[src/rtl/pinirq_pkg.sv]
package pinirq_pkg;

   typedef enum logic [2:0] {
      TRIG_LOW  = 3'd0,
      TRIG_HIGH = 3'd1,
      TRIG_FALL = 3'd2,
      TRIG_RISE = 3'd3,
      TRIG_BOTH = 3'd4
   } trig_e;

   localparam int MODE_BITS  = 3;
   localparam int FIELD_BITS = 4;

   function automatic trig_e decode_mode(input logic [MODE_BITS-1:0] raw);
      trig_e t;
      if (raw[2])
         t = TRIG_BOTH;
      else begin
         case (raw[1:0])
            2'd0:    t = TRIG_LOW;
            2'd1:    t = TRIG_HIGH;
            2'd2:    t = TRIG_FALL;
            default: t = TRIG_RISE;
         endcase
      end
      return t;
   endfunction

endpackage

[src/rtl/pinirq_filter.sv]
module pinirq_filter #(
   parameter int   SYNC_STAGES = 2,
   parameter int   FILT_LEN    = 4,
   parameter logic IDLE        = 1'b1
) (
   input  logic clk,
   input  logic rst_n,
   input  logic pin_i,
   output logic level_o
);

   logic sync_w;

   if (SYNC_STAGES < 1) begin : g_bad_sync
      $error("pinirq_filter: SYNC_STAGES must be at least 1");
   end
   if (FILT_LEN < 1) begin : g_bad_filt
      $error("pinirq_filter: FILT_LEN must be at least 1");
   end

   // synchronizer chain
   if (SYNC_STAGES == 1) begin : g_sync1
      logic s_q;
      always_ff @(posedge clk or negedge rst_n) begin
         if (!rst_n) s_q <= IDLE;
         else        s_q <= pin_i;
      end
      assign sync_w = s_q;
   end else begin : g_syncn
      logic [SYNC_STAGES-1:0] s_q;
      always_ff @(posedge clk or negedge rst_n) begin
         if (!rst_n) s_q <= {SYNC_STAGES{IDLE}};
         else        s_q <= {s_q[SYNC_STAGES-2:0], pin_i};
      end
      assign sync_w = s_q[SYNC_STAGES-1];
   end

   // glitch filter: accept a level after FILT_LEN differing samples
   if (FILT_LEN == 1) begin : g_nofilt
      logic lvl_q;
      always_ff @(posedge clk or negedge rst_n) begin
         if (!rst_n) lvl_q <= IDLE;
         else        lvl_q <= sync_w;
      end
      assign level_o = lvl_q;
   end else begin : g_filt
      localparam int CNT_W = $clog2(FILT_LEN);
      localparam logic [CNT_W-1:0] CNT_LAST = CNT_W'(FILT_LEN - 1);
      logic [CNT_W-1:0] cnt_q;
      logic             lvl_q;
      always_ff @(posedge clk or negedge rst_n) begin
         if (!rst_n) begin
            cnt_q <= '0;
            lvl_q <= IDLE;
         end else if (sync_w != lvl_q) begin
            if (cnt_q == CNT_LAST) begin
               lvl_q <= sync_w;
               cnt_q <= '0;
            end else begin
               cnt_q <= cnt_q + 1'b1;
            end
         end else begin
            cnt_q <= '0;
         end
      end
      assign level_o = lvl_q;
   end

   AST_FILT_FOLLOW: assert property (@(posedge clk) disable iff (!rst_n)
      (level_o != $past(level_o)) |-> ($past(sync_w) != $past(level_o)));

endmodule

[src/rtl/pinirq_detect.sv]
module pinirq_detect
   import pinirq_pkg::*;
#(
   parameter int   NUM_PINS = 16,
   parameter logic IDLE     = 1'b1
) (
   input  logic                          clk,
   input  logic                          rst_n,
   input  logic [NUM_PINS-1:0]           level_i,
   input  logic [NUM_PINS*MODE_BITS-1:0] mode_i,
   input  logic [NUM_PINS-1:0]           func_i,
   input  logic [NUM_PINS-1:0]           clr_i,
   output logic [NUM_PINS-1:0]           pend_o
);

   logic [NUM_PINS-1:0] lvl_q;
   logic [NUM_PINS-1:0] hit;
   logic [NUM_PINS-1:0] pend_q;

   for (genvar i = 0; i < NUM_PINS; i++) begin : g_pin
      always_comb begin
         case (decode_mode(mode_i[i*MODE_BITS +: MODE_BITS]))
            TRIG_LOW:  hit[i] = ~level_i[i];
            TRIG_HIGH: hit[i] =  level_i[i];
            TRIG_FALL: hit[i] =  lvl_q[i] & ~level_i[i];
            TRIG_RISE: hit[i] = ~lvl_q[i] &  level_i[i];
            default:   hit[i] =  lvl_q[i] ^  level_i[i];
         endcase
      end
   end

   always_ff @(posedge clk or negedge rst_n) begin
      if (!rst_n) begin
         lvl_q  <= {NUM_PINS{IDLE}};
         pend_q <= '0;
      end else begin
         lvl_q  <= level_i;
         pend_q <= (pend_q & ~clr_i) | (hit & func_i);
      end
   end

   assign pend_o = pend_q;

   AST_PEND_HOLD: assert property (@(posedge clk) disable iff (!rst_n)
      (($past(pend_q) & ~$past(clr_i) & ~pend_q) == '0));
   AST_NO_FOREIGN_SET: assert property (@(posedge clk) disable iff (!rst_n)
      ((pend_q & ~$past(pend_q) & ~$past(func_i)) == '0));

endmodule

[src/rtl/pinirq_regs.sv]
module pinirq_regs
   import pinirq_pkg::*;
#(
   parameter int NUM_PINS   = 16,
   parameter int DATA_W     = 32,
   parameter int PPW        = 8,
   parameter int MODE_WORDS = 2,
   parameter int ADDR_W     = 2
) (
   input  logic                          clk,
   input  logic                          rst_n,
   input  logic                          bus_en_i,
   input  logic                          bus_we_i,
   input  logic [ADDR_W-1:0]             bus_addr_i,
   input  logic [DATA_W-1:0]             bus_wdata_i,
   output logic [DATA_W-1:0]             bus_rdata_o,
   input  logic [NUM_PINS-1:0]           pend_i,
   output logic [NUM_PINS*MODE_BITS-1:0] mode_o,
   output logic [NUM_PINS-1:0]           mask_o,
   output logic [NUM_PINS-1:0]           clr_o
);

   localparam logic [ADDR_W-1:0] MASK_ADDR = ADDR_W'(MODE_WORDS);
   localparam logic [ADDR_W-1:0] PEND_ADDR = ADDR_W'(MODE_WORDS + 1);

   logic                          wr;
   logic [NUM_PINS*MODE_BITS-1:0] mode_q;
   logic [NUM_PINS-1:0]           mask_q;
   logic                          unused_wdata;

   assign wr           = bus_en_i & bus_we_i;
   assign unused_wdata = ^bus_wdata_i;

   for (genvar i = 0; i < NUM_PINS; i++) begin : g_mode
      localparam logic [ADDR_W-1:0] WADDR = ADDR_W'(i / PPW);
      localparam int                LSB   = FIELD_BITS * (i % PPW);
      always_ff @(posedge clk or negedge rst_n) begin
         if (!rst_n)
            mode_q[i*MODE_BITS +: MODE_BITS] <= '0;
         else if (wr && bus_addr_i == WADDR)
            mode_q[i*MODE_BITS +: MODE_BITS] <= bus_wdata_i[LSB +: MODE_BITS];
      end
   end

   always_ff @(posedge clk or negedge rst_n) begin
      if (!rst_n)
         mask_q <= '1;
      else if (wr && bus_addr_i == MASK_ADDR)
         mask_q <= bus_wdata_i[NUM_PINS-1:0];
   end

   assign clr_o  = (wr && bus_addr_i == PEND_ADDR) ? bus_wdata_i[NUM_PINS-1:0] : '0;
   assign mode_o = mode_q;
   assign mask_o = mask_q;

   always_comb begin
      bus_rdata_o = '0;
      if (bus_addr_i == MASK_ADDR)
         bus_rdata_o[NUM_PINS-1:0] = mask_q;
      else if (bus_addr_i == PEND_ADDR)
         bus_rdata_o[NUM_PINS-1:0] = pend_i;
      else begin
         for (int i = 0; i < NUM_PINS; i++) begin
            if (bus_addr_i == ADDR_W'(i / PPW))
               bus_rdata_o[FIELD_BITS*(i % PPW) +: MODE_BITS] =
                  mode_q[i*MODE_BITS +: MODE_BITS];
         end
      end
   end

   AST_CLR_KEEPS_MASK: assert property (@(posedge clk) disable iff (!rst_n)
      $past(wr && bus_addr_i == PEND_ADDR) |-> $stable(mask_q));

endmodule

[src/rtl/pinirq_hub.sv]
module pinirq_hub
   import pinirq_pkg::*;
#(
   parameter int   NUM_PINS    = 16,
   parameter int   DATA_W      = 32,
   parameter int   SYNC_STAGES = 2,
   parameter int   FILT_LEN    = 4,
   parameter logic IDLE        = 1'b1,
   localparam int  PPW         = DATA_W / FIELD_BITS,
   localparam int  MODE_WORDS  = (NUM_PINS + PPW - 1) / PPW,
   localparam int  ADDR_W      = $clog2(MODE_WORDS + 2)
) (
   input  logic                clk,
   input  logic                rst_n,
   input  logic [NUM_PINS-1:0] eint_pin_i,
   input  logic [NUM_PINS-1:0] eint_func_i,
   input  logic                wake_en_i,
   input  logic                bus_en_i,
   input  logic                bus_we_i,
   input  logic [ADDR_W-1:0]   bus_addr_i,
   input  logic [DATA_W-1:0]   bus_wdata_i,
   output logic [DATA_W-1:0]   bus_rdata_o,
   output logic                irq_o,
   output logic                wake_o
);

   if (NUM_PINS < 1 || NUM_PINS > DATA_W) begin : g_bad_pins
      $error("pinirq_hub: NUM_PINS must lie in 1..DATA_W");
   end
   if (DATA_W % FIELD_BITS != 0) begin : g_bad_width
      $error("pinirq_hub: DATA_W must be a multiple of the mode field width");
   end

   logic [NUM_PINS-1:0]           level_w;
   logic [NUM_PINS*MODE_BITS-1:0] mode_w;
   logic [NUM_PINS-1:0]           mask_w;
   logic [NUM_PINS-1:0]           clr_w;
   logic [NUM_PINS-1:0]           pend_w;
   logic [NUM_PINS-1:0]           live_w;

   for (genvar i = 0; i < NUM_PINS; i++) begin : g_in
      pinirq_filter #(
         .SYNC_STAGES(SYNC_STAGES),
         .FILT_LEN   (FILT_LEN),
         .IDLE       (IDLE)
      ) u_filter (
         .clk    (clk),
         .rst_n  (rst_n),
         .pin_i  (eint_pin_i[i]),
         .level_o(level_w[i])
      );
   end

   pinirq_detect #(
      .NUM_PINS(NUM_PINS),
      .IDLE    (IDLE)
   ) u_detect (
      .clk    (clk),
      .rst_n  (rst_n),
      .level_i(level_w),
      .mode_i (mode_w),
      .func_i (eint_func_i),
      .clr_i  (clr_w),
      .pend_o (pend_w)
   );

   pinirq_regs #(
      .NUM_PINS  (NUM_PINS),
      .DATA_W    (DATA_W),
      .PPW       (PPW),
      .MODE_WORDS(MODE_WORDS),
      .ADDR_W    (ADDR_W)
   ) u_regs (
      .clk        (clk),
      .rst_n      (rst_n),
      .bus_en_i   (bus_en_i),
      .bus_we_i   (bus_we_i),
      .bus_addr_i (bus_addr_i),
      .bus_wdata_i(bus_wdata_i),
      .bus_rdata_o(bus_rdata_o),
      .pend_i     (pend_w),
      .mode_o     (mode_w),
      .mask_o     (mask_w),
      .clr_o      (clr_w)
   );

   assign live_w = pend_w & ~mask_w;
   assign irq_o  = |live_w;
   assign wake_o = wake_en_i & |(live_w & eint_func_i);

   AST_IRQ_NEEDS_PEND: assert property (@(posedge clk) disable iff (!rst_n)
      irq_o |-> (pend_w != '0));
   AST_WAKE_QUIET: assert property (@(posedge clk) disable iff (!rst_n)
      (!wake_en_i || eint_func_i == '0) |-> !wake_o);

endmodule

[config.mk]
export PLATFORM = sky130hd
export DESIGN_NAME = pinirq_hub
export DESIGN_NICKNAME = d
export VERILOG_FILES = /design/src/rtl/pinirq_pkg.sv /design/src/rtl/pinirq_filter.sv /design/src/rtl/pinirq_detect.sv /design/src/rtl/pinirq_regs.sv /design/src/rtl/pinirq_hub.sv
export SDC_FILE = /design/constraint.sdc
export NUM_CORES = 1
export LEC_CHECK = 0
export BUFFER_PORTS_ARGS = -buffer_cell sky130_fd_sc_hd__buf_2
export CAP_MARGIN = 5
export CORE_MARGIN = 3
export CORE_UTILIZATION = 40
export CTS_BUF_LIST = sky130_fd_sc_hd__clkbuf_16
export CTS_CLUSTER_DIAMETER = 60
export DETAILED_ROUTE_END_ITERATION = 10
export GPL_TIMING_DRIVEN = 0
export REMOVE_ABC_BUFFERS = 1
export SLEW_MARGIN = 20
export SYNTH_ARGS = -nofsm -noshare
export SYNTH_HDL_FRONTEND = slang
export SYNTH_SLANG_ARGS = --single-unit
[constraint.sdc]
create_clock -name clk -period 1.75 [get_ports clk]
set_input_delay 0.2625 -clock clk [delete_from_list [all_inputs] [get_ports clk]]
set_output_delay 0.2625 -clock clk [all_outputs]
set_load 0.01 [all_outputs]
==> flow_summary.toml <==
[floorplanning]
dieWidth_um = 149
io_pins = 105
dieArea_mm2 = 0.0222
die_h_um = 149
core-area_mm2 = 0.0198
initial_core_util = 0.414
rows = 51

[timing]
fmax_mhz = 423
setup_violations = 7
hold_viol = 0
rsz0062_at_grt = "true"
fin_setup_tns_ps = -1080
worst_pin_slew_ps = 645
max_slew_margin = 0.569
min_period_ps = 2370
finClkSkew_ps = 9.94
post-route-period-util = 1.35
slew_viol_final = 0
worst_slack_ps = -616

[cts]
htreeDepth = 4
insertion_delay_ps = 430
clkTransAtPathRegs_ps = 70
clock_sinks = 176
cts_buffers = 17
clockRootBuffer = "clkbuf_16"
cts_max_path_buffers = 2
cts_tree = "built"

[detailed_routing]
drc_errors = 0
routed_via_density = 5.03
num_vias = 5387
drt_pass1_iterations = 4
drt-total-wl_um = 18300
postRouteAntennaNets = 0
routedWlPerCell_um = 17.1
drt_iter0_drc = 218

[worst_setup_path]
crit_fanout = 2
rrSetupSlack_ps = 80
reg2reg_to = "u_detect.pend_o[6]"
r2r-start = "g_in[6].u_filter.level_o"
worstPathRequired_ps = 1490
critPathKind = "reg -> out"
r2r_cells = 5
crit_arrival_ps = 2100
cp-end-kind = "output pin"
crit_path_start_kind = "flip-flop"

[place]
gp_congestion = 0.806
placement.io_buffers = 96
place_worst_setup_slack_ps = -1290
dpl.hpwl_um = 12800
placed_cell_area_mm2 = 0.00896

[pwr]
p_sw_uw = 4200
intPower_uw = 9670
p_total_uw = 13900
power.leakage_uw = 0.00458
pwr-share-comb = 0.288
vdd_drop_max_uv = 627
switching_share = 0.303
power_density_mw_per_mm2 = 1380
seqPwrFrac = 0.452
p_clk_frac = 0.261

[global_route]
grt_pass1_wl_um = 29900
grt_pass1_vias = 5737
grt_max_degree = 75
gr-total-overflow = 0
grt_antenna_before_repair = 2
track_usage = 0.174

[finish]
layout.nets = 909
area_growth_pct = 23.0
design_area_mm2 = 0.0101
drive_above_1_share = 0.417

[synth]
yosys_warnings = 0
yosysSeqAreaShare = 0.551
avgSynthCellArea_um2 = 12.8
mappedNetlistArea_mm2 = 0.00818
ys_ff_latch = 176
synth_cells = 640
synthArstFlopShare = 1.00
synth_edf_count = 0
synth_top_flop_cell = "dfrtp_1"
synth_cell_types = 40

[run_status]
status = "finished, violations left"
violations = "negative setup slack"

[flow_run]
drv_cap = 0

[min_path]
holdPathEnd = "u_regs.mask_o[3]"
hold_depth = 2
hp-start = "bus_wdata_i[3]"
hp-class = "in -> reg"
## timing repair
item / in CTS / in global routing
endpoints found under the setup margin: 86 / 22
gates resized for setup: 20 / 13
pin swaps: 7 / 2
buffers inserted: 21 / 9
gates cloned: 0 / 0
hold endpoints to repair: 53 / 0
hold buffers: 17 / 0
## final cells by class
class | count | area [µm²]
clock inverters | 15 | 130
clock buffers | 17 | 425
inverters | 46 | 173
well taps | 265 | 332
fillers | 1732 | 9720
diodes | 2 | 5.00
multi-input cells | 403 | 3450
flip-flops and latches | 176 | 4500
repair buffers | 146 | 1050
## worst max-delay path by stage
stage | startpoint | endpoint | slack [ps] | depth (start not counted)
2_1_floorplan | u_regs.mask_o[13] | wake_o | 50 | 4
3_3_place_gp | rst_n | u_regs.mode_o[13] | -2290 | 1
3_5_place_dp | bus_addr_i[0] | u_regs.mode_o[38] | -1290 | 3
4_1_cts | u_regs.mask_o[4] | wake_o | -650 | 5
5_1_grt | u_regs.mask_o[4] | wake_o | -730 | 5
6_report | u_regs.mask_o[4] | wake_o | -620 | 5
## power by group through the flow
| stage | registers [µW] | logic, µW | clock network (µW) |
|---|---|---|---|
| floorplan | 6190 | 2440 | 0 |
| finish | 6270 | 3990 | 3620 |
| global route | 6440 | 4550 | 3920 |
| CTS | 6300 | 3900 | 3730 |
| detailed placement | 6500 | 3370 | 0 |
| global placement | 6400 | 3180 | 0 |
## placed cells by master, fill, tap and decap left out, drive strengths merged, types with 5 or more instances in the layout
cell	count
a211o	16
a21oi	8
a32o	5
a41oi	5
buf	129
clkbuf	17
clkinv	7
dfrtp	96
dfstp	80
dlygate4sd3	17
ha	48
inv	50
mux2	70
mux2i	16
mux4	12
nand2	44
nand3	7
nand3b	11
nor2	29
nor2b	36
nor3	17
o21ai	27
xnor2	16
xor2	8
## sequential cells by signal (all words and copies together) (netlist names)
signal                      count
u_regs.mask_o                  16
u_detect.lvl_q                 16
u_regs.mode_o                  48
g_in.u_filter.level_o          16
g_in.u_filter.g_syncn.s_q      32
g_in.u_filter.g_filt.cnt_q     32
u_detect.pend_o                16
## per-stage QoR
stage	hold WS [ps]	util	cells
3_5_place_dp	176	0.453	990
4_1_cts	52.9	0.503	1060
3_3_place_gp	346	0.448	986
2_1_floorplan	-33.1	-	625
5_1_grt	65.1	0.509	1069
6_report	76.1	0.509	1070
## kinds of logic after synthesis
group,after synthesis,share of synthesized area
compound gates,74,0.0630
xor+xnor,24,0.0257
fa+ha+maj,48,0.0734
buf+inv,64,0.0381
flops,176,0.551
mux,98,0.149
other cells,1,0.000458
simple gates,155,0.0994
## cell usage after synthesis, drive strengths merged (7+ instances only)
cell type,count,area share
a211o,16,0.017
a21oi,8,0.0049
buf,18,0.017
dfrtp,96,0.29
dfstp,80,0.26
ha,48,0.073
inv,46,0.021
mux2,70,0.096
mux2i,16,0.020
mux4,12,0.033
nand2,44,0.020
nand3,7,0.0043
nand3b,11,0.010
nor2,29,0.013
nor2b,36,0.028
nor3,17,0.012
o21ai,27,0.017
xnor2,16,0.017
xor2,8,0.0086
## routing by layer
metal | share of wire | wire (µm) | global-route usage | vias to the layer above
li1 | - | - | - | 2529
met1 | 0.45 | 8240 | 0.233 | 2711
met2 | 0.48 | 8840 | 0.277 | 120
met3 | 0.049 | 888 | 0.0441 | 25
met4 | 0.017 | 312 | 0.0581 | 2
met5 | 0.00049 | 9 | 0 | -
## worst max-delay path: stages (launching register included)
cell and delay [ps]:
dfstp_2 530, and3b_2 230, a2111oi_4 340, nand3_1 140
o31a_1 290, buf_2 150
No activity file was read; power rests on OpenSTA's default activity.
